--- src/rtl/synthLoadPkg.sv ---
package synthLoadPkg;

  typedef enum logic [2:0] {
    S_IDLE  = 3'd0,
    S_LO    = 3'd1,
    S_HI    = 3'd2,
    S_LATCH = 3'd3,
    S_GAP   = 3'd4,
    S_LOCK  = 3'd5
  } seqState_e;

  typedef struct packed {
    logic capture;   // copy all words, preload the first one
    logic loadWord;  // load the next captured word into the shifter
    logic shiftBit;  // advance the shifter by one bit
    logic clkLvl;    // serial clock level for the next cycle
    logic latchLvl;  // latch enable level for the next cycle
  } seqStrb_t;

endpackage

--- src/rtl/lockSyncChain.sv ---
module lockSyncChain #(
  parameter int STAGES = 2
) (
  input  logic clk,
  input  logic rstN,
  input  logic asyncIn,
  output logic syncOut
);

  logic [STAGES-1:0] syncReg;

  always_ff @(posedge clk or negedge rstN) begin
    if (!rstN) syncReg <= '0;
    else       syncReg <= {syncReg[STAGES-2:0], asyncIn};
  end

  assign syncOut = syncReg[STAGES-1];

endmodule

--- src/rtl/synthSeqCtrl.sv ---
module synthSeqCtrl
  import synthLoadPkg::*;
#(
  parameter int NUM_WORDS = 6,
  parameter int WORD_W    = 32,
  parameter int BIT_HALF  = 2,
  parameter int LATCH_CYC = 6,
  parameter int GAP_CYC   = 40,
  parameter int LOCK_TMO  = 100,
  localparam int IDX_W    = $clog2(NUM_WORDS)
) (
  input  logic             clk,
  input  logic             rstN,
  input  logic             start,
  input  logic             lockSync,
  output seqStrb_t         strb,
  output logic [IDX_W-1:0] wordSel,
  output logic             busy,
  output logic             done,
  output logic             locked,
  output logic             timedOut
);

  localparam int BIT_W   = $clog2(WORD_W);
  localparam int MAX_A   = (BIT_HALF > LATCH_CYC) ? BIT_HALF : LATCH_CYC;
  localparam int MAX_B   = (GAP_CYC > MAX_A) ? GAP_CYC : MAX_A;
  localparam int MAX_CNT = (LOCK_TMO > MAX_B) ? LOCK_TMO : MAX_B;
  localparam int CNT_W   = $clog2(MAX_CNT + 1);

  localparam logic [CNT_W-1:0] HALF_LAST  = CNT_W'(BIT_HALF - 1);
  localparam logic [CNT_W-1:0] LATCH_LAST = CNT_W'(LATCH_CYC - 1);
  localparam logic [CNT_W-1:0] GAP_LAST   = CNT_W'(GAP_CYC - 1);
  localparam logic [CNT_W-1:0] TMO_END    = CNT_W'(LOCK_TMO);
  localparam logic [BIT_W-1:0] BIT_LAST   = BIT_W'(WORD_W - 1);
  localparam logic [IDX_W-1:0] IDX_LAST   = IDX_W'(NUM_WORDS - 1);

  seqState_e        state;
  logic [CNT_W-1:0] cnt;
  logic [BIT_W-1:0] bitCnt;
  logic [IDX_W-1:0] wordIdx;

  logic loLast, hiLast, latchLast, gapLast, lockEnd;

  assign loLast    = (state == S_LO)    && (cnt == HALF_LAST);
  assign hiLast    = (state == S_HI)    && (cnt == HALF_LAST);
  assign latchLast = (state == S_LATCH) && (cnt == LATCH_LAST);
  assign gapLast   = (state == S_GAP)   && (cnt == GAP_LAST);
  assign lockEnd   = (state == S_LOCK)  && (lockSync || (cnt == TMO_END));

  always_ff @(posedge clk or negedge rstN) begin
    if (!rstN) begin
      state    <= S_IDLE;
      cnt      <= '0;
      bitCnt   <= '0;
      wordIdx  <= '0;
      done     <= 1'b0;
      locked   <= 1'b0;
      timedOut <= 1'b0;
    end else begin
      done <= 1'b0;
      case (state)
        S_IDLE: begin
          if (start) begin
            state    <= S_LO;
            cnt      <= '0;
            bitCnt   <= BIT_LAST;
            wordIdx  <= IDX_LAST;
            locked   <= 1'b0;
            timedOut <= 1'b0;
          end
        end
        S_LO: begin
          if (loLast) begin
            state <= S_HI;
            cnt   <= '0;
          end else begin
            cnt <= cnt + CNT_W'(1);
          end
        end
        S_HI: begin
          if (hiLast) begin
            cnt <= '0;
            if (bitCnt == '0) begin
              state <= S_LATCH;
            end else begin
              bitCnt <= bitCnt - BIT_W'(1);
              state  <= S_LO;
            end
          end else begin
            cnt <= cnt + CNT_W'(1);
          end
        end
        S_LATCH: begin
          if (latchLast) begin
            state <= S_GAP;
            cnt   <= '0;
          end else begin
            cnt <= cnt + CNT_W'(1);
          end
        end
        S_GAP: begin
          if (gapLast) begin
            cnt <= '0;
            if (wordIdx == '0) begin
              state <= S_LOCK;
            end else begin
              wordIdx <= wordIdx - IDX_W'(1);
              bitCnt  <= BIT_LAST;
              state   <= S_LO;
            end
          end else begin
            cnt <= cnt + CNT_W'(1);
          end
        end
        S_LOCK: begin
          if (lockEnd) begin
            state    <= S_IDLE;
            cnt      <= '0;
            done     <= 1'b1;
            locked   <= lockSync;
            timedOut <= !lockSync;
          end else begin
            cnt <= cnt + CNT_W'(1);
          end
        end
        default: state <= S_IDLE;
      endcase
    end
  end

  always_comb begin
    strb          = '0;
    strb.capture  = (state == S_IDLE) && start;
    strb.loadWord = gapLast && (wordIdx != '0);
    strb.shiftBit = hiLast && (bitCnt != '0);
    strb.clkLvl   = (state == S_HI);
    strb.latchLvl = (state == S_LATCH);
  end

  assign wordSel = wordIdx - IDX_W'(1);
  assign busy    = (state != S_IDLE);


  done_pulse_chk: assert property (@(posedge clk) disable iff (!rstN)
    done |=> !done);


  flag_excl_chk: assert property (@(posedge clk) disable iff (!rstN)
    !(locked && timedOut));


  flags_clear_chk: assert property (@(posedge clk) disable iff (!rstN)
    $rose(busy) |-> (!locked && !timedOut));


  done_idle_chk: assert property (@(posedge clk) disable iff (!rstN)
    done |-> !busy);

endmodule

--- src/rtl/synthSeqData.sv ---
module synthSeqData
  import synthLoadPkg::*;
#(
  parameter int NUM_WORDS = 6,
  parameter int WORD_W    = 32,
  localparam int IDX_W    = $clog2(NUM_WORDS)
) (
  input  logic                        clk,
  input  logic                        rstN,
  input  logic [NUM_WORDS*WORD_W-1:0] wordsIn,
  input  seqStrb_t                    strb,
  input  logic [IDX_W-1:0]            wordSel,
  output logic                        serClk,
  output logic                        serData,
  output logic                        serLatch
);

  logic [WORD_W-1:0] capWords [NUM_WORDS];
  logic [WORD_W-1:0] shiftReg;

  for (genvar k = 0; k < NUM_WORDS; k++) begin : g_cap
    always_ff @(posedge clk or negedge rstN) begin
      if (!rstN)             capWords[k] <= '0;
      else if (strb.capture) capWords[k] <= wordsIn[k*WORD_W +: WORD_W];
    end
  end

  always_ff @(posedge clk or negedge rstN) begin
    if (!rstN) begin
      shiftReg <= '0;
    end else if (strb.capture) begin
      shiftReg <= wordsIn[(NUM_WORDS-1)*WORD_W +: WORD_W];
    end else if (strb.loadWord) begin
      shiftReg <= capWords[wordSel];
    end else if (strb.shiftBit) begin
      shiftReg <= {shiftReg[WORD_W-2:0], 1'b0};
    end
  end

  always_ff @(posedge clk or negedge rstN) begin
    if (!rstN) begin
      serClk   <= 1'b0;
      serData  <= 1'b0;
      serLatch <= 1'b0;
    end else begin
      serClk   <= strb.clkLvl;
      serData  <= shiftReg[WORD_W-1];
      serLatch <= strb.latchLvl;
    end
  end


  data_hold_chk: assert property (@(posedge clk) disable iff (!rstN)
    serClk |=> (!serClk || $stable(serData)));


  latch_clk_excl_chk: assert property (@(posedge clk) disable iff (!rstN)
    !(serLatch && serClk));

endmodule

--- src/rtl/synthRegLoader.sv ---
module synthRegLoader
  import synthLoadPkg::*;
#(
  parameter int NUM_WORDS   = 6,
  parameter int WORD_W      = 32,
  parameter int BIT_HALF    = 2,
  parameter int LATCH_CYC   = 6,
  parameter int GAP_CYC     = 40,
  parameter int LOCK_TMO    = 100,
  parameter int SYNC_STAGES = 2
) (
  input  logic                        clk,
  input  logic                        rstN,
  input  logic                        start,
  input  logic [NUM_WORDS*WORD_W-1:0] wordsIn,
  input  logic                        lockDetect,
  output logic                        serClk,
  output logic                        serData,
  output logic                        serLatch,
  output logic                        busy,
  output logic                        done,
  output logic                        locked,
  output logic                        timedOut
);

  localparam int IDX_W = $clog2(NUM_WORDS);

  seqStrb_t         strb;
  logic [IDX_W-1:0] wordSel;
  logic             lockSync;

  lockSyncChain #(.STAGES(SYNC_STAGES)) u_sync (
    .clk     (clk),
    .rstN    (rstN),
    .asyncIn (lockDetect),
    .syncOut (lockSync)
  );

  synthSeqCtrl #(
    .NUM_WORDS (NUM_WORDS),
    .WORD_W    (WORD_W),
    .BIT_HALF  (BIT_HALF),
    .LATCH_CYC (LATCH_CYC),
    .GAP_CYC   (GAP_CYC),
    .LOCK_TMO  (LOCK_TMO)
  ) u_ctrl (
    .clk      (clk),
    .rstN     (rstN),
    .start    (start),
    .lockSync (lockSync),
    .strb     (strb),
    .wordSel  (wordSel),
    .busy     (busy),
    .done     (done),
    .locked   (locked),
    .timedOut (timedOut)
  );

  synthSeqData #(
    .NUM_WORDS (NUM_WORDS),
    .WORD_W    (WORD_W)
  ) u_data (
    .clk      (clk),
    .rstN     (rstN),
    .wordsIn  (wordsIn),
    .strb     (strb),
    .wordSel  (wordSel),
    .serClk   (serClk),
    .serData  (serData),
    .serLatch (serLatch)
  );

endmodule

--- config.mk ---
export PLATFORM = sky130hd
export DESIGN_NAME = synthRegLoader
export DESIGN_NICKNAME = d
export VERILOG_FILES = /design/src/rtl/synthLoadPkg.sv /design/src/rtl/lockSyncChain.sv /design/src/rtl/synthSeqCtrl.sv /design/src/rtl/synthSeqData.sv /design/src/rtl/synthRegLoader.sv
export SDC_FILE = /design/constraint.sdc
export NUM_CORES = 1
export LEC_CHECK = 0
export BUFFER_PORTS_ARGS = -buffer_cell sky130_fd_sc_hd__clkbuf_2
export CAP_MARGIN = 20
export CORE_MARGIN = 4
export CORE_UTILIZATION = 45
export CTS_BUF_LIST = sky130_fd_sc_hd__clkbuf_16
export DETAILED_ROUTE_END_ITERATION = 6
export PLACE_DENSITY = 0.79
export SLEW_MARGIN = 20
export SYNTH_ARGS = -nofsm -noshare
export SYNTH_HDL_FRONTEND = slang
export SYNTH_HIERARCHICAL = 1
export SYNTH_SLANG_ARGS = --single-unit
export TNS_END_PERCENT = 5
--- constraint.sdc ---
create_clock -name clk -period 2.15 [get_ports clk]
set_input_delay 0.215 -clock clk [delete_from_list [all_inputs] [get_ports clk]]
set_output_delay 0.215 -clock clk [all_outputs]
set_load 0.02 [all_outputs]
Word level (Yosys, flattened, before mapping)
Index checks and enable logic that the tools add are counted.
- register bits: 250
- bits in latches: 0
- RAM bits: 0
- ROM bits: 0
- bits of input ports: 196
- output and inout port bits: 7
- logic and storage cells: 105
- memories kept: 0
- add/subtract/negate cells: 3
- $mul: 0
- div/mod/pow operators: 0
- order comparisons: 1
- eq/ne operators: 17
- shift-type cells: 0
- mux-type cells: 39
- bitwise operators: 1
- reductions and logical operators: 26
- operators with widths (operator ; number):
    2-to-1 mux 32 bit ; 5
    binary-select mux 32 bit (select 3 bit) ; 1
    2-to-1 mux 7 bit ; 6
    one-hot mux 7 bit (6 select lines) ; 1
    2-to-1 mux 3 bit ; 10
    2-to-1 mux 5 bit ; 5
    one-hot mux 3 bit (6 select lines) ; 1
    one-hot mux 5 bit (3 select lines) ; 1
    AND reduction 6 bit ; 2
    nonzero test 3 bit ; 4
    inequality test 2 bit (second input constant) ; 5
    logical AND 1 bit ; 8
    adder 7 x 1 -> 7 bit (second input constant) ; 1
    == test 7 x 1 -> 1 bit (second input constant) ; 1
    == test 7 x 3 -> 1 bit (second input constant) ; 1
    == test 7 x 6 -> 1 bit (second input constant) ; 1
    == test 7 bit (second input constant) ; 1
    == test 3 x 2 -> 1 bit (second input constant) ; 2
    == test 3 bit (second input constant) ; 2
    logical NOT 3 bit ; 2
    inequality test 2 x 1 -> 1 bit (second input constant) ; 3
    one-hot mux 3 bit (2 select lines) ; 1
    nonzero test 6 bit ; 1
    logical NOT 5 bit ; 1
    15 further kinds ; 21

Logic depth before layout (Yosys ltp)
- word-level depth: 7
- depth in mapped cells: 11
- gate-level depth less buffers: 8

Hierarchy
The synthesis kept the hierarchy.
- modules (own cells, without submodules) (module ; times used ; cells an instance ; area an instance (um^2) ; seq. area each (um^2)):
    synthSeqData ; 1 ; 834 ; 10770.3 ; 5680.4
    synthSeqCtrl ; 1 ; 159 ; 1362.6 ; 525.5
    lockSyncChain ; 1 ; 2 ; 50.0 ; 50.0

Least setup slack after synthesis
No wires, ideal clock.
- path kind: register to register
- from: register u_ctrl.bitCnt[0]
- to: register u_data.shiftReg[10]
- setup time: 0.065 ns
- arrival time: 2.186 ns
- data required time: 2.085 ns
- slack: -0.101 ns
- cell stages (with the launch flop): 11
- buffers on the path: 2
- clock period less this slack: 2.251 ns
- path through: dfrtp_1 inv_1 ha_1 or4b_1 nand3_1 nor2_1 or3_1 buf_2 buf_6 o221ai_2 o21a_1
- RTL lines (what ; RTL line ; source):
    start: declaration ; synthSeqCtrl.sv:39 ; logic [BIT_W-1:0] bitCnt;
    start signal: assignment ; synthSeqCtrl.sv:86 ; bitCnt <= bitCnt - BIT_W'(1);
    end signal: assignment ; synthSeqData.sv:32 ; shiftReg <= wordsIn[(NUM_WORDS-1)*WORD_W +: WORD_W];
    end signal: assignment ; synthSeqData.sv:34 ; shiftReg <= capWords[wordSel];
    end signal: assignment ; synthSeqData.sv:36 ; shiftReg <= {shiftReg[WORD_W-2:0], 1'b0};
    end: declaration ; synthSeqData.sv:19 ; logic [WORD_W-1:0] shiftReg;

==> impl_metrics.env <==
export IMPL_syn_area_mm2=0.0122
export IMPL_portBuffers=202
export IMPL_end_kind="register"
export IMPL_synth_cell_types=54
export IMPL_fin_setup_tns_ns=-0.0295
export IMPL_grt_pass1_wl_mm=57.9
export IMPL_synth_edf_count=0
export IMPL_fin_area_mm2=0.0168
export IMPL_core_area_mm2=0.0264
export IMPL_cts_buffer_depth=3
export IMPL_vdd_drop_max_mv=0.874
export IMPL_cts_root_buf="clkbuf_16"
export IMPL_fin_skew_ns=0.0119
export IMPL_post_place_ws_ns=-0.138
export IMPL_gr_total_overflow=0
export IMPL_crit_fanout=16
export IMPL_die_w_um=173
export IMPL_worst_r2r_endpoint="u_data/shiftReg[13]"
export IMPL_totalWireLength_mm=35.5
export IMPL_grt_usage_pct=23.5
export IMPL_syn2layout_area_growth_pct=38.2
export IMPL_cp_required_ns=2.62
export IMPL_min_path_type="primary input to register"
export IMPL_path_clk_slew_ns=0.06
export IMPL_status="finished with violations"
export IMPL_gp_congestion=0.860
export IMPL_p_per_area_mw_per_mm2=1210
export IMPL_synth_common_cells="dfrtp_1 (250), mux2_2 (221), inv_1 (76)"
export IMPL_synth_area_leaders="dfrtp_1 (51%), mux2_2 (20%), o221ai_2 (3.6%), mux2i_1 (2.6%), inv_1 (2.3%)"
export IMPL_cap_violations=0
export IMPL_drt_iter0_drc=634
export IMPL_r2r_setup_slack_ns=-0.02
export IMPL_whs_ns=0.0119
export IMPL_worstSetupPathType="register to register"
export IMPL_violations="setup timing"
export IMPL_holdPathStages=3
export IMPL_slowest_stage="or4b_4"
export IMPL_io_pins=203
export IMPL_synthFlopType="dfrtp_1"
export IMPL_finalCoreUtilization_pct=63.9
export IMPL_worst_r2r_path_depth=9
export IMPL_holdPathEnd="u_data/capWords[28]"
export IMPL_slew_violations=0
export IMPL_grt_max_degree=73
export IMPL_synthArstFlopShare_pct=100
export IMPL_drive_gt1_share_pct=40.9
export IMPL_postSynthCellCount=995
export IMPL_ys_ff_latch=250
export IMPL_synth_seq_area_share_pct=51.4
export IMPL_fin_crit_sh_pct=101
export IMPL_slew_headroom_pct=36.4
export IMPL_finalCriticalPeriod_ns=2.17
export IMPL_synth_top_area_cell="dfrtp_1"
export IMPL_final_hold_violation_count=0
export IMPL_clock_sinks=250
export IMPL_yosysWarnings=6
export IMPL_ant_nets=0
export IMPL_tightest_slew_ns=0.952
export IMPL_cts_buffers=28
export IMPL_cp_arrival_ns=2.64
export IMPL_insertion_delay_ns=0.53
export IMPL_synth_top_area_share_pct=51.4
export IMPL_placed_cells=1527
export IMPL_p_leak_nw=7.41
export IMPL_cts_htree_levels=1
export IMPL_rsz0062_at_grt="yes"
export IMPL_cp_slowest_stage_delay_ns=0.48
export IMPL_final_cells=1772
export IMPL_vias=9638
export IMPL_final_nets=1615
export IMPL_syn_num_nets=1198
export IMPL_worstHoldStart="wordsIn[188]"
export IMPL_antenna_found_initial=3
export IMPL_syn_area_per_cell_um2=12.2
export IMPL_cp_start_kind="register"
export IMPL_drc=0
export IMPL_grt_pass1_vias=10800
export IMPL_dieArea_mm2=0.0298
export IMPL_p_total_mw=20.3
export IMPL_cts_tree="built"
export IMPL_postLayoutSetupSlackWorst_ns=-0.0194
export IMPL_max_freq_mhz=461
export IMPL_viasPerCell=5.44
export IMPL_first_pass_iters=4
export IMPL_start_util_pct=46.2
export IMPL_place_area_mm2=0.0140
export IMPL_final_setup_viol_count=4
export IMPL_dpl_hpwl_mm=21.0
export IMPL_crit_chain="inv_2 > ha_1 > or4b_4 > nand3_4 > nor2_4 > or3_4 > buf_12 > o221ai_2 > o21a_1"
export IMPL_synth_most_common_cell="dfrtp_1"
export IMPL_r2r_start="u_ctrl/bitCnt[1]"
export IMPL_routedWlPerCell_um=20.0
export IMPL_die_height_um=173
export IMPL_rows=59
-- layout by cell type, fill, tap and decap left out, types with 3 or more instances in the layout --
cell,instances
dfrtp_1,250
mux2_2,221
clkbuf_2,201
dlygate4sd3_1,189
inv_1,73
nand2_1,52
o21ai_0,45
buf_4,41
a21oi_1,36
o211ai_1,33
a22o_1,32
mux2i_1,32
o221ai_2,30
o21a_1,30
clkbuf_16,29
buf_12,19
nor2_1,10
clkinv_1,9
clkinv_2,7
nor3_1,7
nand3_1,6
ha_1,5
diode_2,4
inv_2,4
nand2b_1,4
xor2_1,3
nand4_1,3
or2_2,3
a22oi_1,3
o22ai_1,3
mux2_1,3
-- final cells by class --
| type | instances | area [um^2] |
|---|---|---|
| tap | 335 | 419 |
| clock inverter | 22 | 131 |
| inverter | 76 | 288 |
| fill | 1875 | 9520 |
| multi-input combinational | 603 | 5380 |
| sequential | 250 | 6260 |
| clock buffer | 29 | 726 |
| timing repair buffer | 453 | 3620 |
| antenna | 4 | 10.0 |
-- power by group --
group          switching, mW  leakage, nW  internal, mW
sequential              1.34         3.01          6.97
combinational           3.35         3.97          4.14
clock                   1.95        0.432          2.55
-- logic make-up (layout without fill, tap and decap cells) --
kind of cell / after synthesis / after routing / synth area share [%]
DFF: 250 / 250 / 51.4
other: 0 / 4 / 0
xor gates and xnor gates: 3 / 3 / 0.216
and+or+nand+nor: 109 / 109 / 4.37
AOI/OAI and AO/OA: 227 / 227 / 14.7
adders and majority gates: 7 / 7 / 0.719
muxes: 257 / 257 / 23.5
buffers and inverters: 142 / 580 / 5.17
-- registers in the layout, indices dropped and copies added (netlist names) --
name and cells:
u_ctrl/done 1, u_data/capWords 192, u_ctrl/wordIdx 3, u_data/shiftReg 32, u_ctrl/state 3, u_data/serClk 1, u_ctrl/timedOut 1, u_ctrl/cnt 7
u_ctrl/bitCnt 5, u_sync/syncReg 2, u_data/serData 1, u_data/serLatch 1, u_ctrl/locked 1
-- per-layer routing --
layer	vias up	track usage [%]	wire (um)
met5	-	0	0
met2	323	41.9	18600
met4	0	9.55	1380
met1	4784	28.5	13900
li1	4432	-	-
met3	99	4.02	1630
-- how the worst max path moves through the flow --
stage                           startpoint                   to  slack [ns]  cells after the start
final                     u_ctrl/bitCnt[1]  u_data/shiftReg[13]       -0.02                      9
after global routing      u_ctrl/bitCnt[0]  u_data/shiftReg[23]       -0.09                      9
after CTS                 u_ctrl/bitCnt[0]  u_data/shiftReg[14]       0.008                      9
after detailed placement  u_ctrl/bitCnt[1]  u_data/shiftReg[31]       -0.14                      9
after global placement    u_ctrl/bitCnt[0]  u_data/shiftReg[31]       -0.08                      9
after floorplan           u_ctrl/bitCnt[0]  u_data/shiftReg[10]       -0.01                     10
-- critical path: cells and delay by family (launching register included) --
kind	cells	cell delay, ns
simple gates	4	1.00
flops	1	0.40
compound gates	2	0.32
buf+inv	2	0.25
fa+ha+maj	1	0.13
-- repair_timing --
action / 4_1_cts / 5_1_grt
hold endpoints to repair: 254 / 0
gates resized for setup: 5 / 5
setup buffers: 0 / 1
endpoints found under the setup margin: 31 / 31
pin swaps: 0 / 1
hold buffers: 189 / 0
Note: power is estimated with default switching activity, not from simulation.
